[src/rtl/vic_pkg.sv]
package vic_pkg;
  localparam int unsigned NSRC = 5;
  localparam int unsigned NEXT = 2;

  typedef enum logic [1:0] {
    SEL_EN   = 2'd0,
    SEL_TRIG = 2'd1,
    SEL_PRIO = 2'd2
  } regsel_e;

  // fixed source order, also the same-level ranking
  localparam int unsigned IDX_EXT0 = 0;
  localparam int unsigned IDX_TMR0 = 1;
  localparam int unsigned IDX_EXT1 = 2;
  localparam int unsigned IDX_TMR1 = 3;
  localparam int unsigned IDX_SER  = 4;
endpackage

[src/rtl/vic_ext_trig.sv]
module vic_ext_trig (
  input  logic clk,
  input  logic rst,
  input  logic pin_n,
  input  logic edge_mode,
  input  logic clr,
  output logic req
);
  logic smp_now, smp_old, edge_flag;

  always_ff @(posedge clk) begin
    if (rst) begin
      smp_now   <= 1'b1;
      smp_old   <= 1'b1;
      edge_flag <= 1'b0;
    end else begin
      smp_now <= pin_n;
      smp_old <= smp_now;
      // a fresh edge wins over a clear in the same cycle
      if (edge_mode && smp_old && !smp_now) edge_flag <= 1'b1;
      else if (clr)                         edge_flag <= 1'b0;
    end
  end

  assign req = edge_mode ? edge_flag : ~smp_now;
endmodule

[src/rtl/vic_src_pick.sv]
module vic_src_pick #(
  parameter int unsigned N  = 5,
  parameter int unsigned IW = $clog2(N)
) (
  input  logic [N-1:0]  hi_cand,
  input  logic [N-1:0]  lo_cand,
  output logic          valid,
  output logic          is_hi,
  output logic [IW-1:0] idx
);
  always_comb begin
    valid = (|hi_cand) | (|lo_cand);
    is_hi = |hi_cand;
    idx   = '0;
    // scan downward so the lowest index is the last one kept
    for (int i = N - 1; i >= 0; i--) begin
      if (is_hi ? hi_cand[i] : lo_cand[i]) idx = IW'(i);
    end
  end
endmodule

[src/rtl/vec_irq_ctrl.sv]
module vec_irq_ctrl
  import vic_pkg::*;
#(
  parameter int unsigned     DW         = 8,
  parameter int unsigned     AW         = 16,
  parameter logic [AW-1:0]   VEC_BASE   = 16'h0003,
  parameter int unsigned     VEC_STRIDE = 8
) (
  input  logic          clk,
  input  logic          rst,
  input  logic [1:0]    ext_n,
  input  logic [1:0]    tmr_ovf,
  input  logic          ser_rx,
  input  logic          ser_tx,
  input  logic          reg_we,
  input  logic [1:0]    reg_sel,
  input  logic [DW-1:0] reg_wdata,
  output logic [DW-1:0] reg_rdata,
  output logic          irq_req,
  output logic [AW-1:0] irq_vec,
  input  logic          irq_ack,
  input  logic          irq_reti
);
  localparam int unsigned IW = $clog2(NSRC);
  localparam int unsigned GB = DW - 1;
  localparam logic [DW-1:0] EN_MASK = DW'((1 << GB) | ((1 << NSRC) - 1));

  logic [DW-1:0]   ie_q;
  logic [NEXT-1:0] trig_q;
  logic [NSRC-1:0] prio_q;
  logic            act_hi_q, act_lo_q;
  logic            req_q, sel_hi_q;
  logic [IW-1:0]   sel_idx_q;
  logic [AW-1:0]   vec_q;

  logic [NEXT-1:0] ext_req, ext_clr;
  logic [NSRC-1:0] raw, gated, hi_cand, lo_cand;
  logic            pk_valid, pk_hi, take;
  logic [IW-1:0]   pk_idx;

  assign take = irq_ack & req_q;

  // external pin front ends
  for (genvar g = 0; g < NEXT; g++) begin : g_ext
    localparam int unsigned SLOT = (g == 0) ? IDX_EXT0 : IDX_EXT1;
    assign ext_clr[g] = take && (sel_idx_q == IW'(SLOT));
    vic_ext_trig u_trig (
      .clk       (clk),
      .rst       (rst),
      .pin_n     (ext_n[g]),
      .edge_mode (trig_q[g]),
      .clr       (ext_clr[g]),
      .req       (ext_req[g])
    );
  end

  always_comb begin
    raw           = '0;
    raw[IDX_EXT0] = ext_req[0];
    raw[IDX_TMR0] = tmr_ovf[0];
    raw[IDX_EXT1] = ext_req[1];
    raw[IDX_TMR1] = tmr_ovf[1];
    raw[IDX_SER]  = ser_rx | ser_tx;
    gated   = raw & ie_q[NSRC-1:0] & {NSRC{ie_q[GB]}};
    hi_cand = act_hi_q              ? '0 : (gated & prio_q);
    lo_cand = (act_hi_q | act_lo_q) ? '0 : (gated & ~prio_q);
  end

  vic_src_pick #(.N(NSRC), .IW(IW)) u_pick (
    .hi_cand (hi_cand),
    .lo_cand (lo_cand),
    .valid   (pk_valid),
    .is_hi   (pk_hi),
    .idx     (pk_idx)
  );

  // software registers
  always_ff @(posedge clk) begin
    if (rst) begin
      ie_q      <= '0;
      trig_q    <= '0;
      prio_q    <= '0;
      reg_rdata <= '0;
    end else begin
      if (reg_we) begin
        case (reg_sel)
          SEL_EN:   ie_q   <= reg_wdata & EN_MASK;
          SEL_TRIG: trig_q <= reg_wdata[NEXT-1:0];
          SEL_PRIO: prio_q <= reg_wdata[NSRC-1:0];
          default:  ;
        endcase
      end
      case (reg_sel)
        SEL_EN:   reg_rdata <= ie_q;
        SEL_TRIG: reg_rdata <= DW'(trig_q);
        SEL_PRIO: reg_rdata <= DW'(prio_q);
        default:  reg_rdata <= '0;
      endcase
    end
  end

  // request presentation and nesting state
  always_ff @(posedge clk) begin
    if (rst) begin
      req_q     <= 1'b0;
      vec_q     <= '0;
      sel_idx_q <= '0;
      sel_hi_q  <= 1'b0;
      act_hi_q  <= 1'b0;
      act_lo_q  <= 1'b0;
    end else begin
      req_q <= pk_valid & ~take;
      if (pk_valid) begin
        vec_q     <= VEC_BASE + AW'(pk_idx) * AW'(VEC_STRIDE);
        sel_idx_q <= pk_idx;
        sel_hi_q  <= pk_hi;
      end
      if (irq_reti) begin
        if (act_hi_q) act_hi_q <= 1'b0;
        else          act_lo_q <= 1'b0;
      end
      if (take) begin
        if (sel_hi_q) act_hi_q <= 1'b1;
        else          act_lo_q <= 1'b1;
      end
    end
  end

  assign irq_req = req_q;
  assign irq_vec = vec_q;
endmodule

[config.mk]
export PLATFORM = sky130hd
export DESIGN_NAME = vec_irq_ctrl
export DESIGN_NICKNAME = d
export VERILOG_FILES = /design/src/rtl/vic_pkg.sv /design/src/rtl/vic_ext_trig.sv /design/src/rtl/vic_src_pick.sv /design/src/rtl/vec_irq_ctrl.sv
export SDC_FILE = /design/constraint.sdc
export NUM_CORES = 1
export LEC_CHECK = 0
export ABC_AREA = 0
export BUFFER_PORTS_ARGS = -buffer_cell sky130_fd_sc_hd__buf_2
export CORE_ASPECT_RATIO = 1.5
export CORE_UTILIZATION = 40
export CTS_BUF_LIST = sky130_fd_sc_hd__clkbuf_4 sky130_fd_sc_hd__clkbuf_8
export CTS_CLUSTER_SIZE = 8
export DETAILED_ROUTE_END_ITERATION = 12
export GPL_TIMING_DRIVEN = 0
export HOLD_SLACK_MARGIN = 0.1
export PLACE_DENSITY = 0.76
export SLEW_MARGIN = 5
export SYNTH_ARGS = -nofsm -noshare
export SYNTH_HDL_FRONTEND = slang
export SYNTH_HIERARCHICAL = 1
export SYNTH_SLANG_ARGS = --single-unit
[constraint.sdc]
create_clock -name clk -period 3.1 [get_ports clk]
set_input_delay 0.31 -clock clk [delete_from_list [all_inputs] [get_ports clk]]
set_output_delay 0.31 -clock clk [all_outputs]
set_load 0.1 [all_outputs]
After elaboration in Yosys (flattened, before gate mapping)

Index checks and enable logic that the tools add are counted.

Register bits after elaboration: 50
Input bits: 21
Output and inout port bits: 25
Word-level logic and storage cells: 76

$add $sub $neg: 1
Equality and inequality tests: 3
Multiplexer cells: 26
Bitwise logic cells: 13
Reduce and logical (&&, ||, !) cells: 17

Operators by type and width:

| kind                                                | count |
|---|---|
| one-hot mux 8 bit (3 select lines)                  | 1 |
| AND 5 bit                                           | 4 |
| 2-to-1 mux 1 bit                                    | 18 |
| 2-to-1 mux 3 bit                                    | 5 |
| 2-to-1 mux 5 bit                                    | 2 |
| OR reduction 5 bit                                  | 2 |
| adder 2 x 6 -> 7 bit, first input constant          | 1 |
| logical AND 1 bit                                   | 6 |
| AND reduction 2 bit                                 | 3 |
| inverter 5 bit                                      | 1 |
| nonzero test 2 bit                                  | 2 |
| equality test 3 x 2 -> 1 bit, second input constant | 1 |
| zero test 3 bit                                     | 1 |
| inverter 1 bit                                      | 3 |
| bitwise OR 1 bit                                    | 3 |
| AND 1 bit                                           | 2 |
| equality test 2 x 1 -> 1 bit, second input constant | 1 |
| equality test 2 bit, second input constant          | 1 |
| zero test 1 bit                                     | 2 |
| zero test 2 bit                                     | 1 |

Logic depth before layout (Yosys ltp)

Gate-level depths: netlist of run 1.

Depth after elaboration: 14
Gate-level depth with buffers: 9
Gate-level depth less buffers: 9

Modules after synthesis

Netlist of run 1, hierarchy kept.

Modules (own cells, without submodules):

| module       | instances | cells each | area each (um^2) | sequential area each (um^2) |
|---|---|---|---|---|
| vec_irq_ctrl | 1         | 129        | 1239.9           | 540.5 |
| vic_ext_trig | 2         | 10         | 105.1            | 60.1 |
| vic_src_pick | 1         | 16         | 92.6             | 0.0 |

Worst setup path before layout of run 1

OpenSTA, ideal clock, no wires.

Path type: reg2reg
From: register ie_q[7]
To: register sel_idx_q[0]
Library setup time: 0.128 ns
Arrival: 2.141 ns
Required time: 2.972 ns
Setup slack: 0.831 ns
Cell stages (with the launch flop): 9
Buffers on the path: 1
Clock period less this slack: 2.269 ns
Cells stage by stage: dfxtp_1 > nor2b_1 > and4_1 > or4_1 > or2_1 > or3b_1 > clkbuf_1 > mux2i_1 > nor2_1

Elaborated cells on any way between the ends: 16
Classes of those cells: 10 x mux; 4 x bitwise; 2 x reduce/logical

RTL lines:

| element                | line                | text |
|---|---|---|
| from (decl)            | vec_irq_ctrl.sv:28  | `logic [DW-1:0] ie_q;` |
| from (signal assigned) | vec_irq_ctrl.sv:87  | `SEL_EN: ie_q <= reg_wdata & EN_MASK;` |
| AND 5 bit              | vec_irq_ctrl.sv:64  | `gated = raw & ie_q[NSRC-1:0] & {NSRC{ie_q[GB]}};` |
| AND 5 bit              | vec_irq_ctrl.sv:65  | `hi_cand = act_hi_q ? '0 : (gated & prio_q);` |
| 2-to-1 mux 5 bit       | vec_irq_ctrl.sv:65  |  |
| via hi_cand[1]         | vec_irq_ctrl.sv:37  | `logic [NSRC-1:0] raw, gated, hi_cand, lo_cand;` |
| OR reduction 5 bit     | vic_src_pick.sv:13  | `is_hi = \|hi_cand;` |
| via pk_hi              | vec_irq_ctrl.sv:38  | `logic pk_valid, pk_hi, take;` |
| bitwise OR 1 bit       | vic_src_pick.sv:12  | `valid = (\|hi_cand) \| (\|lo_cand);` |
| via pk_valid           | vec_irq_ctrl.sv:38  |  |
| to (signal assigned)   | vec_irq_ctrl.sv:115 | `sel_idx_q <= pk_idx;` |
| to (decl)              | vec_irq_ctrl.sv:33  | `logic [IW-1:0] sel_idx_q;` |

The timed path passes the listed nets, and every way through them passes these cells.
A chain may end at the register's enable or synchronous reset.

Worst setup path after layout of run 1

From: register ie_q[7]
To: register sel_idx_q[1]

Same word-level chain as after synthesis.

==> impl_metrics.csv, run 1 <==
group,metric,value,unit
routing,drt.antenna.violating_nets,0,
timing,rsz0062_at_grt,"false",
hold_path,holdPathEnd,"g_ext[1].u_trig/smp_now$_SDFF_PP1_",
worst_setup_path,crit_arrival,2.62,ns
timing,fmax,0.4060,GHz
worst_setup_path,cp_max_fo,6,
timing,fin_crit_sh,0.7945,
timing,finClkSkew,0.008075,ns
power,power_density,534.3,mW/mm^2
logic_synthesis,yosys-top-cells-area,"dfxtp_1 (43%), mux2i_1 (16%), buf_4 (6.8%)",
power,leakage,0.8610,nW
logic_synthesis,yosys.area.top_type,"dfxtp_1",
global_route,grt_pass1_vias,1158,
cells_and_area,antenna_cells,0,
place,numPortBuffers,28,
worst_setup_path,crit_path_end_kind,"flop",
clocking,clk_pin_slew_worst_paths,0.07,ns
flow_run,maxCapViolCount,0,
global_route,grt_use_total,0.1768,
worst_setup_path,critical_path.reg2reg.endpoint,"sel_idx_q[1]$_SDFFE_PP0P_",
clocking,post_cts_buffers,0,
worst_setup_path,crit_type,"reg -> reg",
place,dpl.hpwl,2.320,mm
clocking,clock_path_buffers,2,
logic_synthesis,netlist_area,0.001543,mm^2
cells_and_area,fin_area,0.001902,mm^2
clocking,cts_root_buffer,"clkbuf_8",
die,core-area,0.003682,mm^2
routing,drc,0,
clocking,cts_buffers,5,
hold_path,worstHoldPathType,"in -> reg",
place,placed_area,0.001782,mm^2
worst_setup_path,r2r_cells,8,
clocking,cts_tree,"built",
logic_synthesis,post_synth.cell_area_avg,9.350,um^2
global_route,grt_pass1_wl,5.195,mm
logic_synthesis,synthCells,165,
hold_path,min_from,"ext_n[1]",
cells_and_area,syn_to_final_growth,23.28,%
die,die_area,0.004114,mm^2
cells_and_area,drive_above_1_share,0.2676,
clocking,cts_resized,0,
routing,via_per_inst,4.832,
clocking,clock_latency,0.29,ns
power,total_power,1.016,mW
cells_and_area,fin_nets,233,
worst_setup_path,cp-start-kind,"flop",
logic_synthesis,yosysWarnings,6,
place,gp_congestion,0.8226,
worst_setup_path,reg2reg_slack,0.64,ns
power,irDropWorstVdd,0.0003491,V
timing,tightest_slew,0.5585,ns
die,die_w,52.71,um
timing,post-route-min-period,2.463,ns
cells_and_area,final_util,0.5165,
timing,drv_slew,0,
logic_synthesis,synth.top_cell.area_share,0.4282,
worst_setup_path,r2r-start,"ie_q[7]$_SDFFE_PP0P_",
logic_synthesis,ys_types,32,
global_route,grt_overflow,0,
clocking,cts.sinks,33,
routing,drtPass1Iterations,4,
logic_synthesis,yosysSeqAreaShare,0.4282,
status,outcome,"finished clean",
die,num_rows,27,
logic_synthesis,ys_ff_latch,33,
global_route,grt_max_degree,11,
routing,drtIter0Drc,12,
hold_path,whs_path_depth,2,
timing,tns,0,ns
routing,wire_per_inst,12.05,um
die,ioPinCount,46,
die,fp.dieH,78.06,um
timing,setup_viol,0,
clocking,ctsHtreeMaxLevel,2,
routing,vias,1237,
die,initial_core_util,0.4190,
worst_setup_path,required,3.25,ns
timing,relSlewSlack,0.6180,
clocking,cts_hold_buffers,0,
global_route,antenna_found_initial,0,
routing,wirelength,3.085,mm
timing,hold_viol_final,0,
[worst max-delay path by stage]
stage,start,end,slack [ns],cells after the start
floorplan,ie_q[7]$_SDFFE_PP0P_,sel_idx_q[0]$_SDFFE_PP0P_,0.83,8
global placement,ie_q[7]$_SDFFE_PP0P_,sel_idx_q[1]$_SDFFE_PP0P_,0.68,8
detailed placement,ie_q[7]$_SDFFE_PP0P_,sel_idx_q[1]$_SDFFE_PP0P_,0.65,8
CTS,ie_q[7]$_SDFFE_PP0P_,sel_idx_q[1]$_SDFFE_PP0P_,0.64,8
global route,ie_q[7]$_SDFFE_PP0P_,sel_idx_q[1]$_SDFFE_PP0P_,0.47,8
finish,ie_q[7]$_SDFFE_PP0P_,sel_idx_q[1]$_SDFFE_PP0P_,0.64,8
[layout make-up]
class	count	area (um^2)
fillers	366	1780
well taps	43	53.80
flip-flops and latches	33	660.6
inverters	5	18.77
multi-input cells	119	763.2
repair buffers	28	140.1
clock inverters	1	30.03
clock buffers	7	90.09
plain buffers	20	145.1
[synthesized netlist by cell type (all sizes together)]
cell,count
dfxtp,33
mux2i,24
nor2,23
buf,15
nor3,10
nand2,6
or2,6
a21oi,5
clkbuf,5
inv,5
nand2b,5
and4,4
nand3b,4
o21ai,3
nor4,2
nor4b,2
o32ai,2
a2111oi,1
a211oi,1
a32oi,1
and3b,1
conb,1
nor2b,1
nor3b,1
o21bai,1
or2b,1
or3b,1
or4,1
[sequential cells by signal, indices dropped and copies added, names as in the netlist]
register	count
ie_q	6
reg_rdata	6
prio_q	5
g_ext.u_trig/edge_flag	2
g_ext.u_trig/smp_now	2
g_ext.u_trig/smp_old	2
irq_vec	2
sel_idx_q	2
trig_q	2
act_hi_q	1
act_lo_q	1
irq_req	1
sel_hi_q	1
[stage by stage]
step                      std cells  hold slack, ns  setup slack [ns]
after floorplan                 177          0.3791            0.8310
after global placement          248          0.4391            0.6778
after detailed placement        248          0.4489            0.6550
after CTS                       256          0.2009            0.6429
after global routing            256          0.2141            0.4665
final                           256          0.2106            0.6369
[worst max-delay path, stage by stage (launching register included)]
cell and delay, ns:
dfxtp_1 0.33, nor2b_1 0.19, and4_1 0.26, or4_1 0.54, or2_1 0.23, or3b_1 0.34
clkbuf_1 0.20, mux2i_1 0.19, nor2_1 0.05
[where the power goes]
group	switching, mW	internal, mW	total (mW)
sequential	0.00774	0.434	0.442
combinational	0.111	0.0395	0.150
clock	0.154	0.271	0.424
[cells by family (layout without fill, tap and decap cells)]
group	count (synthesis)	after routing	synth area share
multiplexers	24	24	0.1557
AO/OA/AOI/OAI	14	14	0.05840
other	1	13	0.002431
flip-flops	33	33	0.4282
buffers and inverters	25	61	0.1062
AND/OR/NAND/NOR	68	68	0.2490
[cell usage in the layout, fill, tap and decap left out, types with 3 or more instances in the layout]
master / instances
inv_1: 5
and4_1: 4
nor3_1: 10
a21oi_1: 5
clkbuf_1: 4
o21ai_0: 3
buf_4: 14
nand3b_1: 3
conb_1: 13
buf_2: 28
dfxtp_1: 33
clkbuf_8: 7
or2_1: 3
nand2_1: 6
mux2i_1: 24
or2_2: 3
nor2_1: 23
nand2b_1: 5
[metal layers]
layer / GRT usage / part of all wire
met1: 0.1898 / 0.41
met2: 0.2911 / 0.51
met3: 0.04070 / 0.039
met4: 0.1263 / 0.039
met5: 0 / 0
Note: power is estimated with default switching activity, not from simulation.
==> run 2, diff against run 1 <==
==> constraint.sdc (replaced) <==
create_clock -name clk -period 2.5 [get_ports clk]
set_input_delay 0.25 -clock clk [delete_from_list [all_inputs] [get_ports clk]]
set_output_delay 0.25 -clock clk [all_outputs]
set_load 0.1 [all_outputs]
==> impl_metrics.csv, run 2 (same netlist as run 1, synthesis figures left out) <==
group,metric,value,unit
status,outcome,"finished clean",
die,initial_core_util,0.4190,
clocking,post_cts_buffers,0,
routing,wirelength,3.090,mm
clocking,clk_pin_slew_worst_paths,0.07,ns
routing,wire_per_inst,12.12,um
timing,post-route-min-period,2.339,ns
die,fp.dieH,78.06,um
cells_and_area,layout_commonest_cell,"dfxtp_1",
global_route,grt_max_degree,11,
routing,via_per_inst,4.835,
global_route,grt_use_total,0.1768,
clocking,cts_hold_buffers,0,
clocking,ctsHtreeMaxLevel,2,
cells_and_area,antenna_cells,0,
timing,hold_ws,0.1508,ns
die,num_rows,27,
worst_setup_path,cp_max_fo,6,
clocking,cts_resized,0,
worst_setup_path,crit_chain,"nor2b_1, and4_1, or4_1, or2_1, or3b_4, mux2i_1, nor2_1",
cells_and_area,fin_area,0.001901,mm^2
clocking,clock_latency,0.29,ns
worst_setup_path,crit_arrival,2.49,ns
cells_and_area,reg.largest.list,"ie_q: 6 flops, reg_rdata: 6 flops, prio_q: 5 flops",
power,irDropWorstVdd,0.0004329,V
clocking,cts.sinks,33,
timing,finClkSkew,0.008173,ns
power,p_int,0.9227,mW
timing,fin_crit_sh,0.9358,
place,gp_congestion,0.8226,
power,power_density,662.9,mW/mm^2
clocking,cts_root_buffer,"clkbuf_8",
timing,hold_viol_final,0,
routing,drt.antenna.violating_nets,0,
worst_setup_path,cp_slowest_stage_delay,0.54,ns
place,dpl.hpwl,2.320,mm
power,power_switching,0.3373,mW
timing,drv_slew,0,
cells_and_area,fin_cells,255,
place,post-place-ws,0.05495,ns
cells_and_area,syn_to_final_growth,23.20,%
power,power_frac_seq,0.435,
worst_setup_path,crit_path_end_kind,"flop",
global_route,grt_pass1_wl,5.195,mm
die,die_w,52.71,um
routing,drtPass1Iterations,4,
power,p_comb_frac,0.148,
flow_run,maxCapViolCount,0,
worst_setup_path,crit_type,"reg -> reg",
place,dp.cells,248,
place,placed_area,0.001782,mm^2
cells_and_area,layout_common_cells,"dfxtp_1 (33), buf_2 (28), mux2i_1 (24), nor2_1 (23), buf_4 (14)",
die,ioPinCount,46,
die,core-area,0.003682,mm^2
clocking,clock_path_buffers,2,
timing,rsz0062_at_grt,"false",
timing,tightest_slew,0.5585,ns
routing,drc,0,
cells_and_area,fin_nets,232,
routing,drtIter0Drc,16,
global_route,grt_overflow,0,
timing,setup_viol,0,
global_route,grt_pass1_vias,1158,
worst_setup_path,required,2.65,ns
global_route,antenna_found_initial,0,
hold_path,worstHoldPathType,"in -> reg",
worst_setup_path,cp-start-kind,"flop",
power,leakage,0.8562,nW
cells_and_area,drive_above_1_share,0.2736,
routing,vias,1233,
power,switching_share,0.2677,
timing,setup_slack,0.1606,ns
timing,relSlewSlack,0.6180,
worst_setup_path,worst_path_max_delay_cell,"or4_1",
place,numPortBuffers,28,
die,die_area,0.004114,mm^2
power,clkPwrFrac,0.418,
timing,tns,0,ns
clocking,cts_buffers,5,
timing,fmax,0.4275,GHz
clocking,cts_tree,"built",
[run 2: final cells by class]
| type | count | area (um^2) |
|---|---|---|
| Clock buffer | 7 | 90.09 |
| Multi-Input combinational cell | 119 | 765.7 |
| Buffer | 19 | 141.4 |
| Timing Repair Buffer | 28 | 140.1 |
| Sequential cell | 33 | 660.6 |
| Clock inverter | 1 | 30.03 |
| Tap cell | 43 | 53.80 |
| Fill cell | 367 | 1782 |
| Inverter | 5 | 18.77 |
[run 2: critical path, delay by kind of cell (launching register included)]
family        cells  cell delay (ns)
flops             1             0.33
simple gates      6             1.71
mux               1             0.17
[run 2: through the flow]
step	util	total power, mW
after floorplan	-	0.7148
after global placement	0.4839	0.7436
after detailed placement	0.4839	0.7454
after CTS	0.5165	1.274
after global routing	0.5161	1.305
final	0.5161	1.260
[run 2: power groups by stage]
stage,Combinational [mW],Sequential (mW),Clock [mW]
after floorplan,0.147,0.568,0
after global placement,0.185,0.559,0
after detailed placement,0.186,0.559,0
after CTS,0.186,0.547,0.540
after global routing,0.197,0.549,0.559
final,0.186,0.548,0.526
[run 2: path summary, 6_finish.rpt]
kind | from | end | slack [ns] | cells after the start
worst max register to register | ie_q[7]$_SDFFE_PP0P_ | sel_idx_q[1]$_SDFFE_PP0P_ | 0.16 | 7
worst max-delay path | ie_q[7]$_SDFFE_PP0P_ | sel_idx_q[1]$_SDFFE_PP0P_ | 0.16 | 7
worst min register to register | g_ext[1].u_trig/smp_now$_SDFF_PP1_ | g_ext[1].u_trig/smp_old$_SDFF_PP1_ | 0.46 | 1
worst min-delay path | ext_n[1] | g_ext[1].u_trig/smp_now$_SDFF_PP1_ | 0.15 | 2
[run 2: layer usage]
layer	share of wire	wire, um	GRT usage	vias up
met1	0.41	1268	0.1898	551
met5	0	0	0	-
met3	0.040	123	0.04070	11
met2	0.51	1578	0.2911	37
li1	-	-	-	634
met4	0.039	120	0.1263	0
